<file path="config.mk">
export PLATFORM = sky130hd
export DESIGN_NAME = rx_fc_credit_adv
export DESIGN_NICKNAME = d
export VERILOG_FILES = /design/src/rtl/rxfc_pkg.sv /design/src/rtl/fc_credit_pool.sv /design/src/rtl/fc_refresh_timer.sv /design/src/rtl/fc_update_arb.sv /design/src/rtl/rx_fc_credit_adv.sv
export SDC_FILE = /design/constraint.sdc
export NUM_CORES = 1
export LEC_CHECK = 0
export BUFFER_PORTS_ARGS = -buffer_cell sky130_fd_sc_hd__buf_2
export CAP_MARGIN = 10
export CORE_ASPECT_RATIO = 1.75
export CORE_MARGIN = 5
export CORE_UTILIZATION = 53
export CTS_CLUSTER_SIZE = 30
export DETAILED_ROUTE_END_ITERATION = 10
export PLACE_DENSITY_LB_ADDON = 0.25
export SLEW_MARGIN = 20
export SYNTH_ARGS = -nofsm -noshare
export SYNTH_HDL_FRONTEND = slang
export SYNTH_HIERARCHICAL = 1
export SYNTH_SLANG_ARGS = --single-unit
</file>
<file path="constraint.sdc">
create_clock -name clk -period 4.13 [get_ports clk]
set_clock_uncertainty 0.2 [all_clocks]
set_input_delay 0.6195 -clock clk [delete_from_list [all_inputs] [get_ports clk]]
set_output_delay 0.6195 -clock clk [all_outputs]
set_load 0.01 [all_outputs]
</file>
<file path="src/rtl/rxfc_pkg.sv">
package rxfc_pkg;

  localparam int NT = 4;   // finite credit types tracked

  typedef enum logic [1:0] {
    FC_PH  = 2'd0,
    FC_PD  = 2'd1,
    FC_NPH = 2'd2,
    FC_NPD = 2'd3
  } fc_type_e;

  localparam logic [2:0] LS_L0  = 3'd1;
  localparam logic [2:0] LS_L0S = 3'd2;

endpackage

</file>
<file path="src/rtl/fc_credit_pool.sv">
module fc_credit_pool #(
  parameter int POOL = 2,
  parameter int CW   = 8,
  parameter int FW   = 5,
  parameter int OW   = 12
) (
  input  logic          clk,
  input  logic          rst_n,
  input  logic          take_i,
  input  logic          give_i,
  output logic [FW-1:0] free_o,
  output logic [OW-1:0] alloc_o,
  output logic          give_ok_o
);

  logic [FW-1:0] free_q, free_d;
  logic [CW-1:0] alloc_q, alloc_d;
  logic          take_ok;

  // next state
  always_comb begin
    take_ok   = take_i && (free_q != '0);
    give_ok_o = give_i && (free_q != FW'(POOL));
    free_d    = free_q - FW'(take_ok) + FW'(give_ok_o);
    alloc_d   = alloc_q + CW'(1);
  end

  // registers
  always_ff @(posedge clk or negedge rst_n) begin
    if (!rst_n) begin
      free_q  <= FW'(POOL);
      alloc_q <= CW'(POOL);
    end else begin
      if (take_ok || give_ok_o) free_q <= free_d;
      if (give_ok_o)            alloc_q <= alloc_d;
    end
  end

  assign free_o  = free_q;
  assign alloc_o = OW'(alloc_q);

  a_r3_free_bounded: assert property (@(posedge clk) disable iff (!rst_n)
    free_q <= FW'(POOL));

endmodule

</file>
<file path="src/rtl/fc_refresh_timer.sv">
module fc_refresh_timer #(
  parameter int STD_TICKS = 30,
  parameter int EXT_TICKS = 120
) (
  input  logic clk,
  input  logic rst_n,
  input  logic active_i,
  input  logic ext_i,
  input  logic tick_i,
  input  logic restart_i,
  output logic expire_o
);

  localparam int MAXT = (EXT_TICKS > STD_TICKS) ? EXT_TICKS : STD_TICKS;
  localparam int TW   = $clog2(MAXT + 2);

  logic [TW-1:0] cnt_q, cnt_d, lim;
  logic          hit_q, hit_d;

  // next state
  always_comb begin
    lim      = ext_i ? TW'(EXT_TICKS) : TW'(STD_TICKS);
    cnt_d    = cnt_q;
    hit_d    = hit_q;
    expire_o = 1'b0;
    if (!active_i || restart_i) begin
      cnt_d = '0;
      hit_d = 1'b0;
    end else if (tick_i) begin
      if (cnt_q < lim) cnt_d = cnt_q + TW'(1);
      if (!hit_q && ((cnt_q + TW'(1)) >= lim)) begin
        expire_o = 1'b1;
        hit_d    = 1'b1;
      end
    end
  end

  // registers
  always_ff @(posedge clk or negedge rst_n) begin
    if (!rst_n) begin
      cnt_q <= '0;
      hit_q <= 1'b0;
    end else begin
      cnt_q <= cnt_d;
      hit_q <= hit_d;
    end
  end

  // no refresh may fire while the link is inactive
  a_r10_quiet_inactive: assert property (@(posedge clk) disable iff (!rst_n)
    !active_i |-> !expire_o);

endmodule

</file>
<file path="src/rtl/fc_update_arb.sv">
module fc_update_arb #(
  parameter int NT = 4,
  parameter int TW = 2
) (
  input  logic          clk,
  input  logic          rst_n,
  input  logic [NT-1:0] req_i,
  input  logic          ack_i,
  output logic          vld_o,
  output logic [TW-1:0] typ_o,
  output logic [NT-1:0] gnt_o
);

  logic          vld_q, vld_d, load;
  logic [TW-1:0] typ_q, typ_d, pick;

  // fixed priority: lowest index wins
  always_comb begin
    pick = '0;
    for (int i = NT - 1; i >= 0; i--) begin
      if (req_i[i]) pick = TW'(i);
    end
  end

  // next state
  always_comb begin
    gnt_o = '0;
    if (vld_q && ack_i) gnt_o[typ_q] = 1'b1;
    load  = !vld_q || ack_i;
    vld_d = |req_i;
    typ_d = pick;
  end

  // registers
  always_ff @(posedge clk or negedge rst_n) begin
    if (!rst_n) begin
      vld_q <= 1'b0;
      typ_q <= '0;
    end else if (load) begin
      vld_q <= vld_d;
      typ_q <= typ_d;
    end
  end

  assign vld_o = vld_q;
  assign typ_o = typ_q;

  a_r6_hold_request: assert property (@(posedge clk) disable iff (!rst_n)
    (vld_q && !ack_i) |=> (vld_q && $stable(typ_q)));

endmodule

</file>
<file path="src/rtl/rx_fc_credit_adv.sv">
module rx_fc_credit_adv
  import rxfc_pkg::*;
#(
  parameter int HDR_W     = 8,
  parameter int DAT_W     = 12,
  parameter int PH_POOL   = 2,
  parameter int PD_POOL   = 16,
  parameter int NPH_POOL  = 2,
  parameter int NPD_POOL  = 2,
  parameter int STD_TICKS = 30,
  parameter int EXT_TICKS = 120,
  parameter int MAXP_L    = (PH_POOL > PD_POOL) ? PH_POOL : PD_POOL,
  parameter int MAXP_R    = (NPH_POOL > NPD_POOL) ? NPH_POOL : NPD_POOL,
  parameter int FW        = $clog2(((MAXP_L > MAXP_R) ? MAXP_L : MAXP_R) + 1)
) (
  input  logic              clk,
  input  logic              rst_n,
  input  logic [2:0]        link_state,
  input  logic              ext_sync,
  input  logic              us_tick,
  input  logic [3:0]        credit_take,
  input  logic [3:0]        credit_return,
  input  logic              upd_ack,
  output logic              upd_valid,
  output logic [1:0]        upd_type,
  output logic [DAT_W-1:0]  upd_count,
  output logic [HDR_W-1:0]  lim_ph,
  output logic [DAT_W-1:0]  lim_pd,
  output logic [HDR_W-1:0]  lim_nph,
  output logic [DAT_W-1:0]  lim_npd,
  output logic [HDR_W-1:0]  lim_cplh,
  output logic [DAT_W-1:0]  lim_cpld,
  output logic [4*FW-1:0]   avail
);

  localparam int TW = $clog2(NT);
  localparam int POOL_A [NT] = '{PH_POOL, PD_POOL, NPH_POOL, NPD_POOL};

  // reset: asserted asynchronously, released on the clock
  logic [1:0] rst_sync_q;
  logic       rst_s_n;

  always_ff @(posedge clk or negedge rst_n) begin
    if (!rst_n) rst_sync_q <= 2'b00;
    else        rst_sync_q <= {rst_sync_q[0], 1'b1};
  end
  assign rst_s_n = rst_sync_q[1];

  logic             link_active;
  logic [NT-1:0]    give_ok, expire, gnt, pend_q, pend_d;
  logic [DAT_W-1:0] alloc_all [NT];
  logic [FW-1:0]    free_all  [NT];

  assign link_active = (link_state == LS_L0) || (link_state == LS_L0S);

  for (genvar g = 0; g < NT; g++) begin : g_type
    localparam int CW = (g % 2 == 0) ? HDR_W : DAT_W;

    fc_credit_pool #(
      .POOL (POOL_A[g]),
      .CW   (CW),
      .FW   (FW),
      .OW   (DAT_W)
    ) u_pool (
      .clk       (clk),
      .rst_n     (rst_s_n),
      .take_i    (credit_take[g]),
      .give_i    (credit_return[g]),
      .free_o    (free_all[g]),
      .alloc_o   (alloc_all[g]),
      .give_ok_o (give_ok[g])
    );

    fc_refresh_timer #(
      .STD_TICKS (STD_TICKS),
      .EXT_TICKS (EXT_TICKS)
    ) u_timer (
      .clk       (clk),
      .rst_n     (rst_s_n),
      .active_i  (link_active),
      .ext_i     (ext_sync),
      .tick_i    (us_tick),
      .restart_i (gnt[g]),
      .expire_o  (expire[g])
    );

    assign avail[g*FW +: FW] = free_all[g];

    a_r4_return_flags: assert property (@(posedge clk) disable iff (!rst_s_n)
      give_ok[g] |=> pend_q[g]);
  end

  // pending requests: next state and register
  always_comb begin
    pend_d = (pend_q & ~gnt) | give_ok | expire;
  end

  always_ff @(posedge clk or negedge rst_s_n) begin
    if (!rst_s_n) pend_q <= '0;
    else          pend_q <= pend_d;
  end

  fc_update_arb #(
    .NT (NT),
    .TW (TW)
  ) u_arb (
    .clk   (clk),
    .rst_n (rst_s_n),
    .req_i (pend_d),
    .ack_i (upd_ack),
    .vld_o (upd_valid),
    .typ_o (upd_type),
    .gnt_o (gnt)
  );

  always_comb begin
    upd_count = alloc_all[upd_type];
  end

  assign lim_ph   = alloc_all[FC_PH][HDR_W-1:0];
  assign lim_pd   = alloc_all[FC_PD];
  assign lim_nph  = alloc_all[FC_NPH][HDR_W-1:0];
  assign lim_npd  = alloc_all[FC_NPD];
  assign lim_cplh = '0;
  assign lim_cpld = '0;

  a_r7_header_width: assert property (@(posedge clk) disable iff (!rst_s_n)
    (upd_valid && !upd_type[0]) |-> (upd_count[DAT_W-1:HDR_W] == '0));

endmodule

</file>
==> summary.md <==
| Metric | Value |
|---|---|
| Post-synthesis average cell area | 9.88 um^2 |
| Tightest Hold Check Type | register to async pin |
| Post-synthesis async set-or-reset flop share | 100% |
| Leading area contributor after synthesis | dfrtp_1 |
| CP startpoint | g_type[1].u_timer/cnt_q[0] |
| Area Growth Syn to Fin | 11.6% |
| Drt drc | 0 |
| Layout Cells excl Fill | 983 |
| Chip height | 164 um |
| Initial Util | 53.7% |
| Worst R2R Start | g_type[1].u_timer/cnt_q[0] |
| Relative slew slack | 39.2% |
| Placed insts | 965 |
| CTS buffer count | 9 |
| WHS | 32.4 ps |
| CP Max Fanout | 7 |
| CP endpoint kind | register |
| Vias in the first global route | 5842 |
| Final min period | 3410 ps |
| Row cnt | 56 |
| Detailed Route WL | 16.4 mm |
| Buf/Inv on CP | 0 |
| Vias | 5631 |
| Status | finished clean |
| Final setup violation count | 0 |
| Crit path DAT | 3440 ps |
| CTS root buf | clkbuf_16 |
| Largest cells by area after synthesis | dfrtp_1, ha_1, xnor2_1 |
| Via density | 5.73 |
| Pre-Repair DR Iteration Count | 4 |
| Clk pin slew, worst setup/hold paths | 70 ps |
| Tcrit/Tclk final | 82.6% |
| F_max | 293 MHz |
| Top FF cell, synth | dfrtp_1 |
| Seq cells post-synth | 101 |
| TNS Setup | 0 ps |
| CTS H-Tree Depth | 3 |
| Die Area | 16000 um^2 |
| CP Data Required Time | 4160 ps |
| Final Hold Vio Count | 0 |
| Pins over their slew limit | 0 |
| CORE AREA | 13300 um^2 |
| Placer Congestion | 0.885 |
| Max VDD drop | 0.437 mV |
| Crit path largest cell delay | 450 ps |
| Synth cell count leaders | dfrtp_1, ha_1, inv_1 |
| Post-route ant nets | 0 |
| Most common cell in the netlist | dfrtp_1 |
| YS warnings | 6 |
| Number of synthesized flops with an enable pin | 0 |
| Initial antenna violation count | 0 |
| Global-route wire length before repair | 27.4 mm |
| Largest delay contributor family on the critical path | simple AND/OR/NAND/NOR gates |
| Drt wl/cell | 16.7 um |
| Die W | 97.8 um |
| Critical path startpoint category | register |
| Post-Syn Instances | 723 |
| Ant diodes | 0 |
| Clk buf depth | 2 |
| Final WS setup | 720 ps |
| Largest net degree at the start of global routing | 82 |
| Synth cell types | 68 |
| Global route total overflow | 0 |
| RSZ-0062 raised after global routing | false |
| Ratio of cells with drive above 1 in the final layout | 20.4% |
| Worst-margin pin slew | 913 ps |
| CTS tree | done |
| Leak | 0.00374 uW |
| PostCTS Resize Cnt | 0 |
| Pwr dens | 567 nW/um^2 |
| Max-cap violations | 0 |
| Crit path kind | register to register |
| Final net count | 888 |
| Iteration-0 DRC count of the detailed router | 233 |
| Cells along the critical path | ha_1, and2_2, nand4_1, xnor2_1, ha_1, a21o_1, a41o_1, o221ai_1, nor3_1, nor2_1, o21ai_0, nor3_1, nand2_1 |
| Io pins | 111 |
| Place WS | 772 ps |
| Sink Count | 101 |
| Clock Latency Late Sink | 350 ps |
| Post-DP HPWL | 12.3 mm |
| PortBufs | 90 |
| GR Util All Layers | 20.9% |
| Critical Path Slowest Stage Cell | dfrtp_1 |
| Share of the synthesized area in the top cell type | 32.6% |
| Cell Area, Synth | 7140 um^2 |
| Seq/Total Area, Yosys | 35.5% |
-- state kept, by name, summed over array words and instances, names as in the netlist --
signal / count
u_arb/vld_o: 1
g_type.u_timer/cnt_q: 28
pend_q: 4
g_type.u_pool/alloc_q: 16
u_arb/typ_o: 2
g_type.u_pool/free_o: 20
g_type.u_timer/hit_q: 4
rst_sync_q: 2
g_type.u_pool/alloc_o: 24
-- worst register-to-register path, delay by kind of cell (launching register included) --
family	cells	cell delay (ps)
AOI/OAI and AO/OA	4	910
and+or+nand+nor	6	950
adders and majority gates	2	550
DFF	1	450
xor gates and xnor gates	1	230
-- what timing repair did --
action	CTS	global route
buffers inserted	0	0
endpoints found under the hold margin	2	0
hold buffers	1	0
-- cell type report --
class / instances / area [um^2]
clock inverters: 6 / 86.3
fillers: 1127 / 5340
repair buffers: 97 / 526
clock buffers: 10 / 239
multi-input cells: 532 / 4130
inverters: 63 / 236
flip-flops and latches: 101 / 2540
well taps: 174 / 218
-- per-layer routing --
layer / GRT usage (%) / share of wire, %
met4: 6.99 / 1.7
met3: 4.23 / 4.0
met1: 24.4 / 41
met2: 38.2 / 53
met5: 0 / 0
-- path summary, 6_finish.rpt --
kind | depth (start not counted) | slack (ps) | endpoint
setup / recovery | 13 | 720 | u_arb/vld_o
hold / removal | 0 | 30 | g_type[1].u_pool/free_o[2]
setup reg to reg | 13 | 720 | u_arb/vld_o
hold reg to reg | 0 | 30 | g_type[1].u_pool/free_o[2]
max in group asynchronous | 2 | 2700 | g_type[0].u_pool/free_o[1]
min in group clk | 0 | 160 | rst_sync_q[1]
-- layout by cell type (no fill, tap or decap), drive strengths merged, types with 4 or more instances in the layout --
cell and count:
buf 96, dfrtp 93, ha 64, inv 63, nand2 55, xnor2 41
a21oi 33, o21ai 31, conb 29, o31ai 26, nor2 21, or4 20
nand2b 17, nand4 16, xor2 16, nand3 15, nor3 13, mux4 12
clkbuf 10, and3 9, a21o 8, dfstp 8, a31oi 8, or3 8
o311ai 8, nor2b 7, mux2 6, o41ai 5, mux2i 4, nor3b 4
fa 4, and2 4, or2 4, a41o 4, and4b 4, a32o 4
o211ai 4, o221ai 4, a211oi 4
-- where the power goes --
group	switching (uW)	internal, uW
Sequential	411	1270
Combinational	983	936
Clock	375	547
-- stage by stage --
stage	utilization, %	power, uW	area [um^2]
2_1_floorplan	-	2970	7240
3_3_place_gp	57.2	3480	7610
3_5_place_dp	57.2	3600	7610
4_1_cts	59.7	4550	7950
5_1_grt	59.9	4860	7970
6_report	59.9	4520	7970
-- cells by family after synthesis --
logic type                 count (synthesis)  share of synthesized area [%]
and+or+nand+nor                          211                           17.5
AOI/OAI and AO/OA                        145                           13.9
DFF                                      101                           35.5
xor gates and xnor gates                  57                           6.99
muxes                                     22                           5.50
buffers and inverters                    115                           8.02
other                                      4                          0.210
adders and majority gates                 68                           12.3
Power figures use the tool's default switching activity.
